`config.mk`:
```
export PLATFORM = sky130hd
export DESIGN_NAME = otp_mode_ctrl
export DESIGN_NICKNAME = d
export VERILOG_FILES = /design/src/rtl/otp_pkg.sv /design/src/rtl/otp_mode_decode.sv /design/src/rtl/otp_strobe_edge.sv /design/src/rtl/otp_array.sv /design/src/rtl/otp_out_mux.sv /design/src/rtl/otp_mode_ctrl.sv
export SDC_FILE = /design/constraint.sdc
export NUM_CORES = 2
export LEC_CHECK = 0
export BUFFER_PORTS_ARGS = -buffer_cell sky130_fd_sc_hd__buf_2
export CORE_ASPECT_RATIO = 2
export CORE_MARGIN = 2
export CORE_UTILIZATION = 40
export CTS_CLUSTER_DIAMETER = 150
export DETAILED_ROUTE_END_ITERATION = 6
export GPL_TIMING_DRIVEN = 0
export HOLD_SLACK_MARGIN = 0.06
export PLACE_DENSITY = 0.51
export REMOVE_ABC_BUFFERS = 1
export SLEW_MARGIN = 30
export SYNTH_ARGS = -nofsm -noshare
export SYNTH_HDL_FRONTEND = slang
export SYNTH_SLANG_ARGS = --single-unit
export TNS_END_PERCENT = 20
```
`constraint.sdc`:
```
create_clock -name clk -period 6.9 [get_ports clk]
set_input_delay 1.38 -clock clk [delete_from_list [all_inputs] [get_ports clk]]
set_output_delay 1.38 -clock clk [all_outputs]
set_load 0.02 [all_outputs]
```
`src/rtl/otp_pkg.sv`:
```
package otp_pkg;

    localparam int DW = 8;

    typedef logic [DW-1:0] word_t;

    typedef enum logic [2:0] {
        M_STANDBY,
        M_INHIBIT,
        M_OUTOFF,
        M_READ,
        M_PROGRAM,
        M_VERIFY,
        M_IDENT
    } mode_e;

    typedef struct packed {
        logic cs_n;
        logic oe_n;
        logic strb_n;
        logic vpp_hi;
        logic id_hv;
    } ctl_t;

    typedef struct packed {
        mode_e mode;
        logic  drive;
        logic  use_id;
        logic  wr_ok;
    } dec_t;

    // Build an identifier byte: bit 7 makes the total count of ones odd.
    function automatic word_t odd_par(input logic [DW-2:0] raw);
        return {~^raw, raw};
    endfunction

endpackage

```
`src/rtl/otp_mode_decode.sv`:
```
module otp_mode_decode
    import otp_pkg::*;
(
    input  ctl_t ctl,
    output dec_t dec
);
    always_comb begin
        dec.mode   = M_OUTOFF;
        dec.drive  = 1'b0;
        dec.use_id = 1'b0;
        dec.wr_ok  = 1'b0;
        if (ctl.cs_n) begin
            dec.mode = ctl.vpp_hi ? M_INHIBIT : M_STANDBY;
        end else if (ctl.id_hv) begin
            if (!ctl.oe_n) begin
                dec.mode   = M_IDENT;
                dec.drive  = 1'b1;
                dec.use_id = 1'b1;
            end
        end else if (ctl.vpp_hi && !ctl.strb_n) begin
            dec.mode  = M_PROGRAM;
            dec.wr_ok = 1'b1;
        end else if (!ctl.oe_n) begin
            dec.mode  = ctl.vpp_hi ? M_VERIFY : M_READ;
            dec.drive = 1'b1;
        end
    end
endmodule

```
`src/rtl/otp_strobe_edge.sv`:
```
module otp_strobe_edge (
    input  logic clk,
    input  logic rst,
    input  logic strb_n,
    input  logic wr_ok,
    output logic wr_pulse
);
    logic strb_q;

    // Reset to low so a strobe already held low at reset exit is not an edge.
    always_ff @(posedge clk) begin
        if (rst) strb_q <= 1'b0;
        else     strb_q <= strb_n;
    end

    assign wr_pulse = strb_q & ~strb_n & wr_ok;
endmodule

```
`src/rtl/otp_array.sv`:
```
module otp_array
    import otp_pkg::*;
#(
    parameter int AW = 8
) (
    input  logic          clk,
    input  logic          rst,
    input  logic          wr,
    input  logic [AW-1:0] addr,
    input  word_t         wdata,
    output word_t         rdata
);
    localparam int DEPTH = 1 << AW;

    word_t rows [DEPTH];

    for (genvar i = 0; i < DEPTH; i++) begin : g_row
        always_ff @(posedge clk) begin
            if (rst) begin
                rows[i] <= '1;
            end else if (wr && (addr == AW'(i))) begin
                rows[i] <= rows[i] & wdata;
            end
        end
    end

    assign rdata = rows[addr];
endmodule

```
`src/rtl/otp_out_mux.sv`:
```
module otp_out_mux
    import otp_pkg::*;
#(
    parameter logic [DW-2:0] MFR_RAW = 7'h42,
    parameter logic [DW-2:0] DEV_RAW = 7'h0E
) (
    input  dec_t  dec,
    input  logic  id_sel,
    input  word_t arr_data,
    output word_t dout,
    output logic  dout_en
);
    localparam word_t MFR_BYTE = odd_par(MFR_RAW);
    localparam word_t DEV_BYTE = odd_par(DEV_RAW);

    word_t id_byte;

    assign id_byte = id_sel ? DEV_BYTE : MFR_BYTE;
    assign dout_en = dec.drive;

    always_comb begin
        if (!dec.drive)      dout = '0;
        else if (dec.use_id) dout = id_byte;
        else                 dout = arr_data;
    end
endmodule

```
`src/rtl/otp_mode_ctrl.sv`:
```
module otp_mode_ctrl
    import otp_pkg::*;
#(
    parameter int            AW      = 8,
    parameter logic [DW-2:0] MFR_RAW = 7'h42,
    parameter logic [DW-2:0] DEV_RAW = 7'h0E
) (
    input  logic          clk,
    input  logic          rst,
    input  logic          cs_n,
    input  logic          oe_n,
    input  logic          strb_n,
    input  logic          vpp_hi,
    input  logic          id_hv,
    input  logic [AW-1:0] addr,
    input  logic [7:0]    din,
    output logic [7:0]    dout,
    output logic          dout_en
);
    ctl_t  ctl;
    dec_t  dec;
    logic  wr_pulse;
    word_t rd_byte;

    assign ctl = '{cs_n: cs_n, oe_n: oe_n, strb_n: strb_n,
                   vpp_hi: vpp_hi, id_hv: id_hv};

    otp_mode_decode u_dec (
        .ctl (ctl),
        .dec (dec)
    );

    otp_strobe_edge u_edge (
        .clk      (clk),
        .rst      (rst),
        .strb_n   (strb_n),
        .wr_ok    (dec.wr_ok),
        .wr_pulse (wr_pulse)
    );

    otp_array #(.AW(AW)) u_arr (
        .clk   (clk),
        .rst   (rst),
        .wr    (wr_pulse),
        .addr  (addr),
        .wdata (din),
        .rdata (rd_byte)
    );

    otp_out_mux #(.MFR_RAW(MFR_RAW), .DEV_RAW(DEV_RAW)) u_mux (
        .dec      (dec),
        .id_sel   (addr[0]),
        .arr_data (rd_byte),
        .dout     (dout),
        .dout_en  (dout_en)
    );
endmodule

```
* Word level (Yosys, flattened, before mapping)
Memory sizes are Yosys's and may differ from the RTL's.
Cells that the tools add are included.
** Cells by class
- Eq/ne operators :: 255
- Muxes and demuxes :: 1038
- $mul :: 0
- Reductions and logical operators :: 259
- Add/subtract/negate cells :: 0
- Bitwise operators :: 515
- Shifts and indexed selects :: 0
- Magnitude comparators :: 0
- Divide/modulo/power cells :: 0
** Operator list (number)
- 8-bit two-way mux :: 259
- 8-bit bitwise AND :: 256
- 8-bit == test (second input constant) :: 128
- 1-bit two-way mux :: 775
- 8-bit by 7-bit == test with 1-bit output (second input constant) :: 64
- 1-bit logical AND :: 257
- 8-bit by 6-bit == test with 1-bit output (second input constant) :: 32
- 1-bit OR :: 256
- 8-bit by 5-bit == test with 1-bit output (second input constant) :: 16
- 8-bit by 4-bit == test with 1-bit output (second input constant) :: 8
- 8-bit by 3-bit == test with 1-bit output (second input constant) :: 4
- 8-bit by 2-bit == test with 1-bit output (second input constant) :: 2
- 8-bit by 1-bit == test with 1-bit output (second input constant) :: 1
- 8-bit zero test :: 1
- 3-bit two-way mux :: 2
- 4-bit two-way mux :: 1
- 1-bit bitwise AND :: 2
- 2-bit two-way mux :: 1
- 1-bit zero test :: 1
- 1-bit NOT :: 1
** Storage, ports and cells
- Memory bits (read-only) :: 0
- Memories kept :: 1
- Bits in registers :: 1
- Input port bits :: 23
- Bits in latches :: 0
- Word-level logic and storage cells :: 2069
- Memory bits (writable) :: 2048
** Memory list
- u_arr.rows :: depth 256, width 8, read ports 257, clocked after Yosys merged registers in 0, write ports 256, line otp_array.sv:15 : word_t rows [DEPTH];

* Longest topological paths before layout
- Word-level depth :: 11
- Gate-level depth with buffers :: 13
- Gate-level depth less buffers :: 7

* Cells and area by module
Synthesis repeated with hierarchy kept, for this count alone.
** Second synthesis, totals
- Cells, all modules :: 7037
- Area total of the unflattened synthesis :: 97312.1 um^2
** Modules (own cells, without submodules)
- otp_array :: sequential area each 61499.0 um^2, cells an instance 7006, area an instance 97081.9 um^2, times used 1
- otp_out_mux :: sequential area each 0.0 um^2, cells an instance 15, area an instance 110.1 um^2, times used 1
- otp_mode_decode :: sequential area each 0.0 um^2, cells an instance 13, area an instance 85.1 um^2, times used 1
- otp_strobe_edge :: sequential area each 20.0 um^2, cells an instance 3, area an instance 35.0 um^2, times used 1

* Worst setup path before layout
OpenSTA, ideal clock, no wires.
- Kind :: input port to output port
- Start :: in addr[1]
- End :: out dout[7]
- Stages :: 11
- Setup slack :: 1980 ps
- Data required time :: 5520 ps
- Buffers on the path :: 5
- Arrival time :: 3540 ps
- Path through :: buf_6 > buf_6 > buf_4 > buf_4 > buf_2 > mux2i_1 > a21oi_1 > a22oi_1 > nand4_1 > a21boi_0 > nor4_1
** On the way
- Word-level cells in the longest chain between the ends :: 3
** RTL lines
- start: declaration :: line otp_mode_ctrl.sv:15 : input logic [AW-1:0] addr,
- memory read 256 x 8 bit
- 8-bit two-way mux :: line otp_out_mux.sv:23 : else if (dec.use_id) dout = id_byte;
- 8-bit two-way mux :: line otp_out_mux.sv:22 : if (!dec.drive) dout = '0;
- end: declaration :: line otp_mode_ctrl.sv:17 : output logic [7:0] dout,
No other way between the ends.

* Worst setup path after layout
- Start :: in addr[4]
- End :: out dout[1]
The elaborated chain is that of the path after synthesis.

==> results.json <==
{
  "required_ns": 5.52,
  "worstMarginPinSlew_ns": 1.09,
  "nets": 7566,
  "ys_ff_latch": 2049,
  "slew_violations": 0,
  "rows": 258,
  "seq_area_um2": 61500,
  "core_region_area_um2": 246000,
  "power-per-cell-area_nw_per_um2": 234,
  "drcViolationCount": 0,
  "hp-class": "reg2reg",
  "insertion_delay_ns": 0.87,
  "grt_overflow": 0,
  "postCtsHoldBufs": 0,
  "dr.pass1.iters": 6,
  "grt_pass1_wl_mm": 515,
  "fill_cells": 22400,
  "min_period_ns": 7.01,
  "peakVddDrop_mv": 0.237,
  "synth-edff-count": 2048,
  "cts_tree": "yes",
  "routed_wl_mm": 365,
  "setup_slack_ns": -0.112,
  "htreeDepth": 4,
  "ys.flop_type": "edfxtp_1",
  "cts_buffers": 191,
  "synth_sequential_area_ratio_pct": 62.2,
  "slowest_delay_ns": 0.80,
  "async_flop_share_pct": 0,
  "start_kind": "input pin",
  "syn_inst": 7687,
  "yosysWarningCount": 0,
  "ios": 32,
  "period_share_pct": 102,
  "leakage_nw": 31.9,
  "outcome": "finished with violations",
  "hold_violations": 0,
  "max_freq_ghz": 0.143,
  "syn-cell-area_um2": 98900,
  "setup_viol": 5,
  "synth.distinct_cells": 74,
  "ys_top_cells_by_area": "edfxtp_1 62%, mux4_2 11%, nand2_1 11%",
  "die_h_um": 707,
  "clock_skew_ns": 0.0201,
  "yosysMostFrequentCell": "nand2_1",
  "die_w_um": 356,
  "drive_above_1_share_pct": 14.8,
  "start_util_pct": 40.2,
  "rsz0062_at_grt": "false",
  "die-area_um2": 251000,
  "cp_max_fo": 33,
  "criticalPathCategory": "in2out",
  "critPathSlowestCell": "nor2_4",
  "clock-sinks": 2049,
  "hpwl_mm": 247,
  "wl_per_cell_um": 33.3,
  "syn_to_final_growth_pct": 12.1,
  "dpl_worst_slack_ns": -1.33,
  "final_cells": 10900,
  "arrival_ns": 5.63,
  "portBuffers": 31,
  "cp_top_family": "simple AND/OR/NAND/NOR gates",
  "drv_cap": 0,
  "failed_checks": "negative setup slack",
  "synth_top_area_share_pct": 62.2,
  "gp_congestion": 0.864,
  "synth_common_cells": "2768 x nand2_1, 2048 x edfxtp_1, 993 x a21o_1",
  "dp.cells": 10600,
  "maxSlewHeadroom_pct": 26.9,
  "synth.avg_cell_area_um2": 12.9,
  "grt_pass1_vias": 67000,
  "path_cells": "buf_4, nand2b_1, nor2_4, nand2_1, o221ai_1, a21oi_4, o211ai_1, o31a_1, buf_2",
  "synth_top_area_cell": "edfxtp_1",
  "num_vias": 66300,
  "dr.first_iter.drc_count": 7365,
  "grt_max_degree": 83,
  "clockRootBuffer": "clkbuf_16",
  "grt_usage_pct": 28.7,
  "multi_input_area_um2": 35500,
  "drt-vias-per-instance": 6.06,
  "clockBufferDepth": 4,
  "clkTransAtPathRegs_ns": 0.06,
  "cp-end-kind": "output pin",
  "drt.antenna.violating_nets": 0,
  "crit_buf_inv": 2,
  "antenna_found_initial": 17
}
[registers in the layout (all words and copies together), names as in the netlist]
| register | count |
|---|---|
| u_edge.strb_q | 1 |
| u_arr.rows | 2048 |
[cells by family (layout without fill, tap and decap cells)]
group / Yosys count / after routing / share of synthesized area, %
mux: 665 / 665 / 13.0
compound gates: 1266 / 1266 / 9.57
buf+inv: 536 / 530 / 2.56
other cells: 0 / 9 / 0
flops: 2049 / 2049 / 62.2
simple gates: 3171 / 3171 / 12.7
[where the power goes]
part / switching [mW] / internal, mW
clock network: 4.87 / 5.60
registers: 0.00565 / 13.6
logic: 1.30 / 0.467
total: 6.18 / 19.7
[worst min-delay path, cell delays in order, from the launching register on]
cell      delay [ns]
edfxtp_1        0.34
nand2_1         0.05
nand2_1         0.05
[layer usage]
metal,global-route usage [%],wire length [um],vias up,share of wire [%]
li1,-,-,28000,-
met2,49.8,184000,3002,51
met4,20.9,31000,8,8.5
met1,32.2,126000,34400,35
met5,0,69,-,0.019
met3,3.86,23100,834,6.3
[area by class of cell]
class                   count  share of cell area (%)
flip-flops and latches   2049                    55.5
multi-input cells        5102                    32.0
clock buffers             235                    4.54
well taps                3250                    3.67
repair buffers            195                    3.62
clock inverters            96                   0.674
inverters                   4                  0.0260
diodes                      9                  0.0203
[worst paths after layout]
check                                    from                          endpoint  slack, ns  depth (start not counted)
min          u_arr.rows[115][5]$_SDFFCE_PN1P_  u_arr.rows[115][5]$_SDFFCE_PN1P_       0.55                          2
max                                   addr[4]                           dout[1]      -0.11                          9
max reg2reg          u_edge.strb_q$_SDFF_PP0_  u_arr.rows[166][1]$_SDFFCE_PN1P_       3.50                          6
min reg2reg  u_arr.rows[115][5]$_SDFFCE_PN1P_  u_arr.rows[115][5]$_SDFFCE_PN1P_       0.55                          2
[through the flow]
stage / hold slack (ns) / util, % / cell area (um^2) / power (mW) / setup TNS, ns
floorplan: 0.510 / - / 96400 / 14.5 / -0.232
global placement: 0.527 / 40.8 / 101000 / 15.9 / -
detailed placement: 0.534 / 42.4 / 105000 / 15.6 / -6.48
CTS: 0.552 / 45.0 / 111000 / 26.0 / -0.00394
global route: 0.558 / 45.0 / 111000 / 26.5 / 0
finish: 0.550 / 45.0 / 111000 / 25.9 / -0.271
[placed cells by master (no fill, tap or decap), types with 9 or more instances in the layout]
| cell type | count |
|---|---|
| nor2_4 | 34 |
| clkinv_2 | 34 |
| mux2i_1 | 149 |
| nand4_1 | 14 |
| buf_6 | 12 |
| nand2_4 | 10 |
| mux4_2 | 494 |
| nand2b_1 | 13 |
| buf_16 | 90 |
| nor2_2 | 60 |
| nor3_1 | 19 |
| buf_8 | 22 |
| o21bai_2 | 13 |
| edfxtp_1 | 2048 |
| nand2_1 | 2757 |
| a211oi_1 | 12 |
| o211ai_1 | 15 |
| mux2_2 | 14 |
| clkbuf_16 | 195 |
| bufbuf_16 | 13 |
| a22oi_1 | 61 |
| nand3_1 | 34 |
| clkbuf_1 | 40 |
| a21o_1 | 993 |
| bufinv_16 | 12 |
| nor2_1 | 142 |
| buf_2 | 15 |
| o21bai_1 | 19 |
| clkinv_1 | 43 |
| or2_2 | 13 |
| nor2b_1 | 9 |
| o21ai_0 | 20 |
| diode_2 | 9 |
| o22ai_1 | 14 |
| buf_12 | 20 |
| a21oi_1 | 28 |
| buf_4 | 22 |
[timing repair]
item                                    in CTS  in global routing
endpoints found under the setup margin       8                  4
gates resized for setup                     17                  5
pin swaps                                    1                  1
gates cloned                                13                  0
setup buffers                                0                  0
No activity file was read; power rests on OpenSTA's default activity.
